**config.mk**
```make
export PLATFORM = sky130hd
export DESIGN_NAME = sgdma_dispatch
export DESIGN_NICKNAME = d
export VERILOG_FILES = /design/src/rtl/sgd_pkg.sv /design/src/rtl/sgd_stage.sv /design/src/rtl/sgd_fifo.sv /design/src/rtl/sgd_csr.sv /design/src/rtl/sgdma_dispatch.sv
export SDC_FILE = /design/constraint.sdc
export NUM_CORES = 2
export LEC_CHECK = 0
export ABC_AREA = 1
export BUFFER_PORTS_ARGS = -buffer_cell sky130_fd_sc_hd__buf_2
export CAP_MARGIN = 25
export CORE_MARGIN = 3
export CORE_UTILIZATION = 40
export DETAILED_ROUTE_END_ITERATION = 10
export HOLD_SLACK_MARGIN = 0.06
export SKIP_CTS_REPAIR_TIMING = 1
export SYNTH_ARGS = -nofsm -noshare
export SYNTH_HDL_FRONTEND = slang
export SYNTH_SLANG_ARGS = --single-unit
```
**constraint.sdc**
```tcl
create_clock -name clk -period 25 [get_ports clk]
set_input_delay 3.75 -clock clk [delete_from_list [all_inputs] [get_ports clk]]
set_output_delay 3.75 -clock clk [all_outputs]
set_load 0.01 [all_outputs]
```
**src/rtl/sgd_pkg.sv**
```systemverilog
package sgd_pkg;
   localparam int unsigned WORD_W     = 32;
   localparam int unsigned DESC_WORDS = 8;
   localparam int unsigned DESC_W     = WORD_W * DESC_WORDS;
   localparam int unsigned IDX_W      = $clog2(DESC_WORDS);
   localparam int unsigned CTL_POS    = DESC_WORDS - 1;
   localparam int unsigned SEQ_POS    = 3;
   localparam int unsigned SEQ_W      = 16;
   localparam int unsigned ERR_W      = 8;

   // control word bit positions inside the descriptor
   localparam int unsigned CW_GO        = 31;
   localparam int unsigned CW_CMP_IRQ   = 14;
   localparam int unsigned CW_EARLY_IRQ = 15;
   localparam int unsigned CW_ERR_LO    = 16;

   typedef enum logic [2:0] {
      RG_STATUS  = 3'd0,
      RG_CONTROL = 3'd1,
      RG_FILL    = 3'd2,
      RG_RESP    = 3'd3,
      RG_SEQ     = 3'd4
   } reg_sel_e;

   // status bits
   localparam int unsigned ST_BUSY     = 0;
   localparam int unsigned ST_D_EMPTY  = 1;
   localparam int unsigned ST_D_FULL   = 2;
   localparam int unsigned ST_R_EMPTY  = 3;
   localparam int unsigned ST_R_FULL   = 4;
   localparam int unsigned ST_STOPPED  = 5;
   localparam int unsigned ST_RESETTING = 6;
   localparam int unsigned ST_HALT_ERR = 7;
   localparam int unsigned ST_HALT_ERLY = 8;
   localparam int unsigned ST_IRQ      = 9;
   localparam int unsigned ST_W        = 10;

   // control bits
   localparam int unsigned CT_STOP      = 0;
   localparam int unsigned CT_RESET     = 1;
   localparam int unsigned CT_HALT_ERR  = 2;
   localparam int unsigned CT_HALT_ERLY = 3;
   localparam int unsigned CT_IRQ_EN    = 4;
   localparam int unsigned CT_NO_FETCH  = 5;
   localparam int unsigned CT_W         = 6;
endpackage

```
**src/rtl/sgd_stage.sv**
```systemverilog
module sgd_stage
   import sgd_pkg::*;
(
   input  logic              clk,
   input  logic              rst_n,
   input  logic              wr_en,
   input  logic [IDX_W-1:0]  wr_idx,
   input  logic [WORD_W-1:0] wr_data,
   output logic              commit,
   output logic [DESC_W-1:0] entry
);
   logic [WORD_W-1:0] held [CTL_POS];

   for (genvar g = 0; g < int'(CTL_POS); g++) begin : g_word
      always_ff @(posedge clk or negedge rst_n) begin
         if (!rst_n) begin
            held[g] <= '0;
         end else if (wr_en && wr_idx == IDX_W'(g)) begin
            held[g] <= wr_data;
         end
      end
      assign entry[g*WORD_W +: WORD_W] = held[g];
   end

   // the control word travels straight from the bus into the entry
   assign entry[CTL_POS*WORD_W +: WORD_W] = wr_data;
   assign commit = wr_en && (wr_idx == IDX_W'(CTL_POS)) && wr_data[CW_GO];
endmodule

```
**src/rtl/sgd_fifo.sv**
```systemverilog
module sgd_fifo #(
   parameter int unsigned WIDTH = 256,
   parameter int unsigned DEPTH = 8,
   localparam int unsigned CNT_W = $clog2(DEPTH + 1)
) (
   input  logic             clk,
   input  logic             rst_n,
   input  logic             flush,
   input  logic             push,
   input  logic             pop,
   input  logic [WIDTH-1:0] din,
   output logic [WIDTH-1:0] dout,
   output logic [CNT_W-1:0] count,
   output logic             full,
   output logic             empty,
   output logic             overflow
);
   if (DEPTH < 1) begin : g_bad_depth
      $error("sgd_fifo: DEPTH must be at least 1");
   end
   if (DEPTH > 1 && (DEPTH & (DEPTH - 1)) != 0) begin : g_bad_pow2
      $error("sgd_fifo: DEPTH above 1 must be a power of two");
   end

   logic push_ok, pop_ok;
   logic [CNT_W-1:0] cnt;

   assign full    = (cnt == CNT_W'(DEPTH));
   assign empty   = (cnt == '0);
   assign push_ok = push && !full;
   assign pop_ok  = pop && !empty;
   assign count   = cnt;

   always_ff @(posedge clk or negedge rst_n) begin
      if (!rst_n) begin
         cnt <= '0;
      end else if (flush) begin
         cnt <= '0;
      end else begin
         cnt <= cnt + CNT_W'(push_ok) - CNT_W'(pop_ok);
      end
   end

   always_ff @(posedge clk or negedge rst_n) begin
      if (!rst_n) begin
         overflow <= 1'b0;
      end else if (flush) begin
         overflow <= 1'b0;
      end else if (push && full) begin
         overflow <= 1'b1;
      end
   end

   if (DEPTH == 1) begin : g_single
      logic [WIDTH-1:0] slot;
      always_ff @(posedge clk) begin
         if (push_ok) slot <= din;
      end
      assign dout = slot;
   end else begin : g_ring
      localparam int unsigned PTR_W = $clog2(DEPTH);
      logic [WIDTH-1:0] mem [DEPTH];
      logic [PTR_W-1:0] wp, rp;
      always_ff @(posedge clk or negedge rst_n) begin
         if (!rst_n) begin
            wp <= '0;
            rp <= '0;
         end else if (flush) begin
            wp <= '0;
            rp <= '0;
         end else begin
            if (push_ok) wp <= wp + 1'b1;
            if (pop_ok)  rp <= rp + 1'b1;
         end
      end
      always_ff @(posedge clk) begin
         if (push_ok) mem[wp] <= din;
      end
      assign dout = mem[rp];
   end

   // a commit into a full queue leaves it full and its head intact
   a_r3_no_overflow: assert property (@(posedge clk) disable iff (!rst_n)
      (full && push && !pop && !flush) |=> (full && $stable(dout)));
   // count never exceeds capacity
   a_r5_count_limit: assert property (@(posedge clk) disable iff (!rst_n)
      cnt <= CNT_W'(DEPTH));
   // the dropped-commit flag only rises after a push into a full queue
   a_r3_ovf_cause: assert property (@(posedge clk) disable iff (!rst_n)
      $rose(overflow) |-> $past(push && full));
endmodule

```
**src/rtl/sgd_csr.sv**
```systemverilog
module sgd_csr
   import sgd_pkg::*;
#(
   parameter int unsigned FIFO_CNT_W = 4,
   parameter int unsigned RESP_DEPTH = 8,
   parameter int unsigned RST_CYCLES = 4,
   localparam int unsigned RESP_W = $clog2(RESP_DEPTH + 1),
   localparam int unsigned RCNT_W = $clog2(RST_CYCLES + 1)
) (
   input  logic                  clk,
   input  logic                  rst_n,
   input  logic                  csr_wr_en,
   input  logic [2:0]            csr_addr,
   input  logic [ST_W-1:0]       csr_wr_bits,
   output logic [WORD_W-1:0]     csr_rd_data,
   input  logic                  inflight,
   input  logic [FIFO_CNT_W-1:0] fifo_count,
   input  logic                  fifo_full,
   input  logic                  fifo_empty,
   input  logic                  issue_fire,
   input  logic [SEQ_W-1:0]      issue_seq,
   input  logic                  cmp_fire,
   input  logic [ERR_W-1:0]      cmp_error,
   input  logic                  cmp_early,
   input  logic                  cur_cmp_irq,
   input  logic                  cur_early_irq,
   input  logic [ERR_W-1:0]      cur_err_mask,
   input  logic                  resp_pop,
   output logic                  hold_issue,
   output logic                  resetting,
   output logic                  irq
);
   if (RST_CYCLES < 1) begin : g_bad_rst
      $error("sgd_csr: RST_CYCLES must be at least 1");
   end
   if (RESP_DEPTH < 1 || RESP_DEPTH > 65535) begin : g_bad_resp
      $error("sgd_csr: RESP_DEPTH out of range");
   end
   if (FIFO_CNT_W > 16) begin : g_bad_cnt
      $error("sgd_csr: fill count wider than its field");
   end

   logic [CT_W-1:0]   ctl;
   logic [RCNT_W-1:0] rst_cnt;
   logic              halt_err, halt_erly, irq_st;
   logic [RESP_W-1:0] resp_cnt;
   logic [SEQ_W-1:0]  seq_rd, seq_wr;
   logic              wr_status, wr_ctl, rst_cmd;
   logic              err_hit, erly_hit, irq_cause, held_by_sw;
   logic              resp_full, resp_empty;
   logic [ST_W-1:0]   status;

   assign resetting = (rst_cnt != '0);
   assign wr_status = csr_wr_en && csr_addr == RG_STATUS  && !resetting;
   assign wr_ctl    = csr_wr_en && csr_addr == RG_CONTROL && !resetting;
   assign rst_cmd   = wr_ctl && csr_wr_bits[CT_RESET];

   assign err_hit   = cmp_fire && (cmp_error != '0);
   assign erly_hit  = cmp_fire && cmp_early;
   assign irq_cause = cmp_fire && (cur_cmp_irq || ((cmp_error & cur_err_mask) != '0)
                                   || (cmp_early && cur_early_irq));

   always_ff @(posedge clk or negedge rst_n) begin
      if (!rst_n) begin
         ctl     <= '0;
         rst_cnt <= '0;
      end else if (rst_cmd) begin
         ctl     <= csr_wr_bits[CT_W-1:0];
         rst_cnt <= RCNT_W'(RST_CYCLES);
      end else if (resetting) begin
         rst_cnt <= rst_cnt - 1'b1;
         if (rst_cnt == RCNT_W'(1)) ctl <= '0;
      end else if (wr_ctl) begin
         ctl <= csr_wr_bits[CT_W-1:0];
      end
   end

   always_ff @(posedge clk or negedge rst_n) begin
      if (!rst_n) begin
         halt_err  <= 1'b0;
         halt_erly <= 1'b0;
         irq_st    <= 1'b0;
      end else if (resetting) begin
         halt_err  <= 1'b0;
         halt_erly <= 1'b0;
         irq_st    <= 1'b0;
      end else begin
         halt_err  <= (halt_err  && !(wr_status && csr_wr_bits[ST_HALT_ERR]))
                      || (err_hit && ctl[CT_HALT_ERR]);
         halt_erly <= (halt_erly && !(wr_status && csr_wr_bits[ST_HALT_ERLY]))
                      || (erly_hit && ctl[CT_HALT_ERLY]);
         irq_st    <= (irq_st    && !(wr_status && csr_wr_bits[ST_IRQ])) || irq_cause;
      end
   end

   assign resp_full  = (resp_cnt == RESP_W'(RESP_DEPTH));
   assign resp_empty = (resp_cnt == '0);

   always_ff @(posedge clk or negedge rst_n) begin
      if (!rst_n) begin
         resp_cnt <= '0;
      end else if (resetting) begin
         resp_cnt <= '0;
      end else begin
         resp_cnt <= resp_cnt + RESP_W'(cmp_fire && !resp_full)
                              - RESP_W'(resp_pop && !resp_empty);
      end
   end

   always_ff @(posedge clk or negedge rst_n) begin
      if (!rst_n) begin
         seq_rd <= '0;
         seq_wr <= '0;
      end else if (resetting) begin
         seq_rd <= '0;
         seq_wr <= '0;
      end else begin
         if (issue_fire) seq_rd <= issue_seq;
         if (cmp_fire)   seq_wr <= seq_rd;
      end
   end

   assign held_by_sw = ctl[CT_STOP] || ctl[CT_NO_FETCH] || halt_err || halt_erly;
   assign hold_issue = held_by_sw || resetting;
   assign irq        = irq_st && ctl[CT_IRQ_EN];

   always_comb begin
      status               = '0;
      status[ST_BUSY]      = inflight;
      status[ST_D_EMPTY]   = fifo_empty;
      status[ST_D_FULL]    = fifo_full;
      status[ST_R_EMPTY]   = resp_empty;
      status[ST_R_FULL]    = resp_full;
      status[ST_STOPPED]   = held_by_sw && !inflight;
      status[ST_RESETTING] = resetting;
      status[ST_HALT_ERR]  = halt_err;
      status[ST_HALT_ERLY] = halt_erly;
      status[ST_IRQ]       = irq_st;
   end

   always_comb begin
      csr_rd_data = '0;
      case (csr_addr)
         RG_STATUS:  csr_rd_data = WORD_W'(status);
         RG_CONTROL: csr_rd_data = WORD_W'(ctl);
         RG_FILL:    csr_rd_data = {16'(fifo_count), 16'(fifo_count)};
         RG_RESP:    csr_rd_data = WORD_W'(resp_cnt);
         RG_SEQ:     csr_rd_data = {seq_wr, seq_rd};
         default:    csr_rd_data = '0;
      endcase
   end

   // the interrupt flag only rises on a completion
   a_r10_irq_cause: assert property (@(posedge clk) disable iff (!rst_n)
      $rose(irq_st) |-> $past(cmp_fire));
   // the control register reads zero once the reset phase ends
   a_r12_ctl_cleared: assert property (@(posedge clk) disable iff (!rst_n)
      $fell(resetting) |-> (ctl == '0));
   // input rule, a record is only consumed when one is held
   a_r6_pop_nonempty: assert property (@(posedge clk) disable iff (!rst_n)
      resp_pop |-> !resp_empty);
   // a halt flag rises only on a completion
   a_r9_halt_cause: assert property (@(posedge clk) disable iff (!rst_n)
      ($rose(halt_err) || $rose(halt_erly)) |-> $past(cmp_fire));
endmodule

```
**src/rtl/sgdma_dispatch.sv**
```systemverilog
module sgdma_dispatch
   import sgd_pkg::*;
#(
   parameter int unsigned DEPTH      = 8,
   parameter int unsigned RESP_DEPTH = 8,
   parameter int unsigned RST_CYCLES = 4
) (
   input  logic              clk,
   input  logic              rst_n,
   input  logic              dsc_wr_en,
   input  logic [2:0]        dsc_wr_idx,
   input  logic [31:0]       dsc_wr_data,
   input  logic              csr_wr_en,
   input  logic [2:0]        csr_addr,
   input  logic [31:0]       csr_wr_data,
   output logic [31:0]       csr_rd_data,
   output logic              issue_valid,
   input  logic              issue_ready,
   output logic [255:0]      issue_desc,
   input  logic              cmp_valid,
   input  logic [7:0]        cmp_error,
   input  logic              cmp_early,
   input  logic              resp_pop,
   output logic              irq
);
   localparam int unsigned CNT_W = $clog2(DEPTH + 1);

   if (DEPTH > 65535) begin : g_bad_depth
      $error("sgdma_dispatch: DEPTH exceeds the fill field");
   end

   logic              commit;
   logic [DESC_W-1:0] entry, head;
   logic [CNT_W-1:0]  fifo_count;
   logic              fifo_full, fifo_empty, fifo_ovf;
   logic              hold_issue, resetting;
   logic              issue_fire, cmp_fire, inflight;
   logic              cur_cmp_irq, cur_early_irq;
   logic [ERR_W-1:0]  cur_err_mask;
   logic [WORD_W-1:0] head_ctl;
   logic              unused_wr_bits;

   assign unused_wr_bits = ^csr_wr_data[31:ST_W];

   sgd_stage u_stage (
      .clk     (clk),
      .rst_n   (rst_n),
      .wr_en   (dsc_wr_en),
      .wr_idx  (dsc_wr_idx),
      .wr_data (dsc_wr_data),
      .commit  (commit),
      .entry   (entry)
   );

   sgd_fifo #(.WIDTH(DESC_W), .DEPTH(DEPTH)) u_fifo (
      .clk      (clk),
      .rst_n    (rst_n),
      .flush    (resetting),
      .push     (commit),
      .pop      (issue_fire),
      .din      (entry),
      .dout     (head),
      .count    (fifo_count),
      .full     (fifo_full),
      .empty    (fifo_empty),
      .overflow (fifo_ovf)
   );

   assign head_ctl    = head[CTL_POS*WORD_W +: WORD_W];
   assign issue_valid = !fifo_empty && !inflight && !hold_issue;
   assign issue_fire  = issue_valid && issue_ready;
   assign issue_desc  = head;
   assign cmp_fire    = cmp_valid && inflight && !resetting;

   always_ff @(posedge clk or negedge rst_n) begin
      if (!rst_n) begin
         inflight      <= 1'b0;
         cur_cmp_irq   <= 1'b0;
         cur_early_irq <= 1'b0;
         cur_err_mask  <= '0;
      end else if (resetting) begin
         inflight <= 1'b0;
      end else if (issue_fire) begin
         inflight      <= 1'b1;
         cur_cmp_irq   <= head_ctl[CW_CMP_IRQ];
         cur_early_irq <= head_ctl[CW_EARLY_IRQ];
         cur_err_mask  <= head_ctl[CW_ERR_LO +: ERR_W];
      end else if (cmp_fire) begin
         inflight <= 1'b0;
      end
   end

   sgd_csr #(
      .FIFO_CNT_W (CNT_W),
      .RESP_DEPTH (RESP_DEPTH),
      .RST_CYCLES (RST_CYCLES)
   ) u_csr (
      .clk           (clk),
      .rst_n         (rst_n),
      .csr_wr_en     (csr_wr_en),
      .csr_addr      (csr_addr),
      .csr_wr_bits   (csr_wr_data[ST_W-1:0]),
      .csr_rd_data   (csr_rd_data),
      .inflight      (inflight),
      .fifo_count    (fifo_count),
      .fifo_full     (fifo_full),
      .fifo_empty    (fifo_empty),
      .issue_fire    (issue_fire),
      .issue_seq     (head[SEQ_POS*WORD_W +: SEQ_W]),
      .cmp_fire      (cmp_fire),
      .cmp_error     (cmp_error),
      .cmp_early     (cmp_early),
      .cur_cmp_irq   (cur_cmp_irq),
      .cur_early_irq (cur_early_irq),
      .cur_err_mask  (cur_err_mask),
      .resp_pop      (resp_pop),
      .hold_issue    (hold_issue),
      .resetting     (resetting),
      .irq           (irq)
   );

   // after a handshake nothing further is offered the next cycle
   a_r4_one_outstanding: assert property (@(posedge clk) disable iff (!rst_n)
      issue_fire |=> !issue_valid);
   // input rule, completions only arrive for an outstanding descriptor
   a_r4_cmp_inflight: assert property (@(posedge clk) disable iff (!rst_n)
      cmp_valid |-> inflight);
   // the reset phase empties the queue one cycle after it starts
   a_r12_flush: assert property (@(posedge clk) disable iff (!rst_n)
      $rose(resetting) |=> fifo_empty);
   // a dropped commit never disturbs the queue count
   a_r3_full_hold: assert property (@(posedge clk) disable iff (!rst_n)
      (fifo_full && commit && !issue_fire && !resetting) |=> fifo_full);
   // once set, the dropped-commit flag stays until a reset phase
   a_r3_ovf_sticky: assert property (@(posedge clk) disable iff (!rst_n)
      (fifo_ovf && !resetting) |=> fifo_ovf);
endmodule

```
==> summary.md <==
| Metric | Value |
|---|---|
| Total wire length | roughly 250 mm |
| CTS tree | done |
| Largest net degree at the start of global routing | 286 |
| Cells after Synth | between 7000 and 8000 |
| Critical path required time | ~21 ns |
| NumNets Final | 7654 |
| Leak | between 30 and 40 nW |
| P_sw | between 1.5 and 2 mW |
| Post-layout minimum cycle time | around 9.2 ns |
| Post-synth ARST share | 0.125 |
| Slew Limit Fails | 0 |
| Post-Syn Nets | between 7000 and 8000 |
| Worst vdd ir | about 0.066 mV |
| Worst Clk Skew | around 0.045 ns |
| EDFF count, synth | a little over 2000 |
| HPWL Detailed | about 130 mm |
| Max Freq | roughly 0.11 GHz |
| Die area | about 230000 um^2 |
| Worst Hold Slack | approximately 0.48 ns |
| Power Internal | ~6.4 mW |
| Distinct cells, synth | 27 |
| Via count | approximately 58000 |
| Htree depth | 4 |
| Placement Cell Area | 95500 um^2 |
| DRC | 0 |
| Hold EP | cur_err_mask[7]$_DFFE_PN0P_ |
| Logic pwr share | 0.025 |
| PortBufs | about 350 |
| Vias per Instance | about 5.4 |
| Most frequent cells after synthesis | 2048 x edfxtp_1, 1382 x nand2_1, 1166 x o21ai_0, 972 x nor2_1, 480 x o22ai_1 |
| CP max FO | a little under 200 |
| CTS Sinks | 2341 |
| Final Cycle Share | 0.369 |
| Vias in the first global route | 56000 |
| Setup violations, final | 0 |
| Clock tree buffer depth | 3 |
| Yosys synthesis warning count | 0 |
| Chip Height | just under 500 um |
| Switching share of total power | 0.214 |
| Total GRT Usage | 0.211 |
| Reg2Reg Depth | 8 |
| RSZ-0062 raised after global routing | no |
| Worst Hold Depth | 2 |
| Clk pwr share | 0.409 |
| Power density cells | 79.3 nW/um^2 |
| Worst-path clk slew | 0.06 ns |
| Num CTS Buffers | around 230 |
| Sequential area share after synthesis | 0.757 |
| DRT iter0 DRCs | just under 6000 |
| Sequential power share | 0.566 |
| Worst R2R End | u_fifo.g_ring.mem[6][212]$_DFFE_PP_ |
| I/O pin count | approximately 380 |
| Row count | around 170 |
| Status | completed |
| CP startpoint | u_fifo.g_ring.rp[1]$_DFFE_PN0P_ |
| Tightest Pin Transition | about 1.3 ns |
| Average wire per standard cell | around 23 um |
| Main synth FF type | edfxtp_1 |
| Initial antenna violation count | 49 |
| Drt first pass iters | 6 |
| Count leader, synth | edfxtp_1 |
| Worst hold path class | reg -> reg |
| Max-cap violations | 0 |
| P&R area growth vs syn | 13.3% |
| Fin area | a little over 100000 um^2 |
| Relative max-transition margin | 0.123 |
| Critical path endpoint category | output port |
| Root Driver | clkbuf_16 |
| Share of the synthesized area in the top cell type | 0.676 |
| Top cells by area, synth | edfxtp_1 68%, dfrtp_1 8.1%, o21ai_0 6.4% |
| Placer Congestion | 0.808 |
| Hold path start | cur_err_mask[7]$_DFFE_PN0P_ |
| Share of layout cells above drive strength 1 | 0.103 |
| R2R Path Start | u_fifo.count[2]$_DFF_PN0_ |
| Grt ovf | 0 |
| WP data arrival | approximately 5.5 ns |
| Die width | roughly 480 um |
| First-pass GRT wire length | 367 mm |
| Setup_tns | 0 ns |
| CP startpoint kind | flip-flop |
| Clk_lat worst skew | roughly 0.86 ns |
| Syn Area/Cell | roughly 12 um^2 |
| Core area | 225000 um^2 |
| Remaining antenna violation count | 0 |
| Fin. Hold Viols | 0 |
| Reg-to-reg slack, setup | a little under 20 ns |
| Syn Std Cell Area | around 90000 um^2 |
| Initial core utilization | 0.403 |
| Synthesized flop and latch total | approximately 2300 |
| Synth area leader | edfxtp_1 |
| Crit Path Category | reg -> out |
-- kinds of logic (layout without fill, tap and decap cells) --
kind of cell             Yosys count  after routing  share of synthesized area
other                              0             42                          0
buffers and inverters            776           1213                     0.0355
AO/OA/AOI/OAI                   1657           1657                     0.0979
flip-flops                      2341           2341                      0.757
adder cells (fa/ha/maj)           19             19                    0.00278
XOR/XNOR                           3              3                   0.000289
AND/OR/NAND/NOR                 2519           2519                      0.107
-- power by group through the flow --
stage | sequential [mW] | clock (mW) | combinational [mW]
after CTS | 4.62 | 3.40 | 0.209
after floorplan | 4.65 | 0 | 0.113
after global placement | 4.69 | 0 | 0.202
after detailed placement | 4.70 | 0 | 0.208
final | 4.62 | 3.34 | 0.207
after global routing | 4.65 | 3.55 | 0.235
-- critical path, cell delays in order (launching register included) --
cell and delay, ns:
dfrtp_4 0.79, clkinv_8 0.67, buf_4 0.93, buf_4 0.93, o21ai_0 0.24, o22ai_1 0.19, nand2_1 0.08, nand2_1 0.23
buf_2 0.18
-- how the worst max path moves through the flow --
stage | to | slack [ns] | cells past startpoint
after floorplan | u_fifo.g_ring.mem[6][0]$_DFFE_PP_ | 2.15 | 4
after global placement | u_fifo.g_ring.mem[6][211]$_DFFE_PP_ | 15.62 | 9
after detailed placement | u_fifo.g_ring.mem[6][211]$_DFFE_PP_ | 15.51 | 9
after CTS | issue_desc[23] | 15.77 | 8
after global routing | issue_desc[18] | 15.58 | 8
final | issue_desc[18] | 15.78 | 8
-- layout make-up --
cell class / count / area, um^2
diodes: 42 / 105
clock buffers: 341 / 6440
clock inverters: 91 / 862
fillers: 20000 / 122000
inverters: 323 / 1250
multi-input cells: 4198 / 18900
flip-flops and latches: 2341 / 68800
well taps: 2992 / 3740
repair buffers: 458 / 2830
-- metal layers --
layer / vias up / part of all wire / track usage
met3: 397 / 0.080 / 0.0399
met1: 29200 / 0.41 / 0.286
met2: 2162 / 0.47 / 0.343
met4: 12 / 0.033 / 0.0762
li1: 26500 / - / -
met5: - / 0.00033 / 0
-- stage by stage --
stage                     std cells  worst slack, ns  utilization  power (mW)
final                         10800            15.78        0.457        8.17
after global routing          10800            15.58        0.457        8.44
after CTS                     10700            15.77        0.456        8.24
after detailed placement      10300            15.51        0.424        4.91
after global placement        10300            15.62        0.423        4.89
after floorplan                7315             2.15            -        4.77
-- cells in the final DEF, fill, tap and decap left out, types with 3 or more instances in the layout --
master / netlist / routed
edfxtp_1: 2048 / 2048
nand2_1: 1382 / 1376
o21ai_0: 1166 / 1166
nor2_1: 972 / 972
o22ai_1: 480 / 480
buf_2: 110 / 351
inv_1: 320 / 317
dfrtp_1: 293 / 290
clkbuf_16: 0 / 228
nand3_1: 139 / 138
buf_4: 38 / 88
clkbuf_1: 286 / 82
diode_2: 0 / 42
clkinv_1: 0 / 34
clkbuf_8: 0 / 31
clkinv_2: 0 / 27
ha_1: 17 / 17
nand4_1: 11 / 11
bufinv_16: 0 / 11
buf_12: 0 / 11
a21oi_1: 9 / 9
nor3_2: 0 / 8
nand2_2: 1 / 7
inv_6: 0 / 6
buf_16: 0 / 6
clkinv_8: 0 / 5
clkinvlp_4: 0 / 5
inv_16: 0 / 4
dfrtp_4: 0 / 3
-- state kept, by name, indices dropped and copies added (netlist names) --
register	flops
u_csr.irq_st	1
u_csr.rst_cnt	3
u_stage.entry	224
u_fifo.g_ring.rp	3
u_csr.resp_cnt	4
u_csr.halt_erly	1
u_fifo.count	4
cur_cmp_irq	1
cur_err_mask	8
cur_early_irq	1
u_csr.seq_wr	16
u_fifo.g_ring.mem	2048
inflight	1
u_fifo.g_ring.wp	3
u_csr.seq_rd	16
u_csr.ctl	6
u_csr.halt_err	1
No activity file was read; power rests on OpenSTA's default activity.
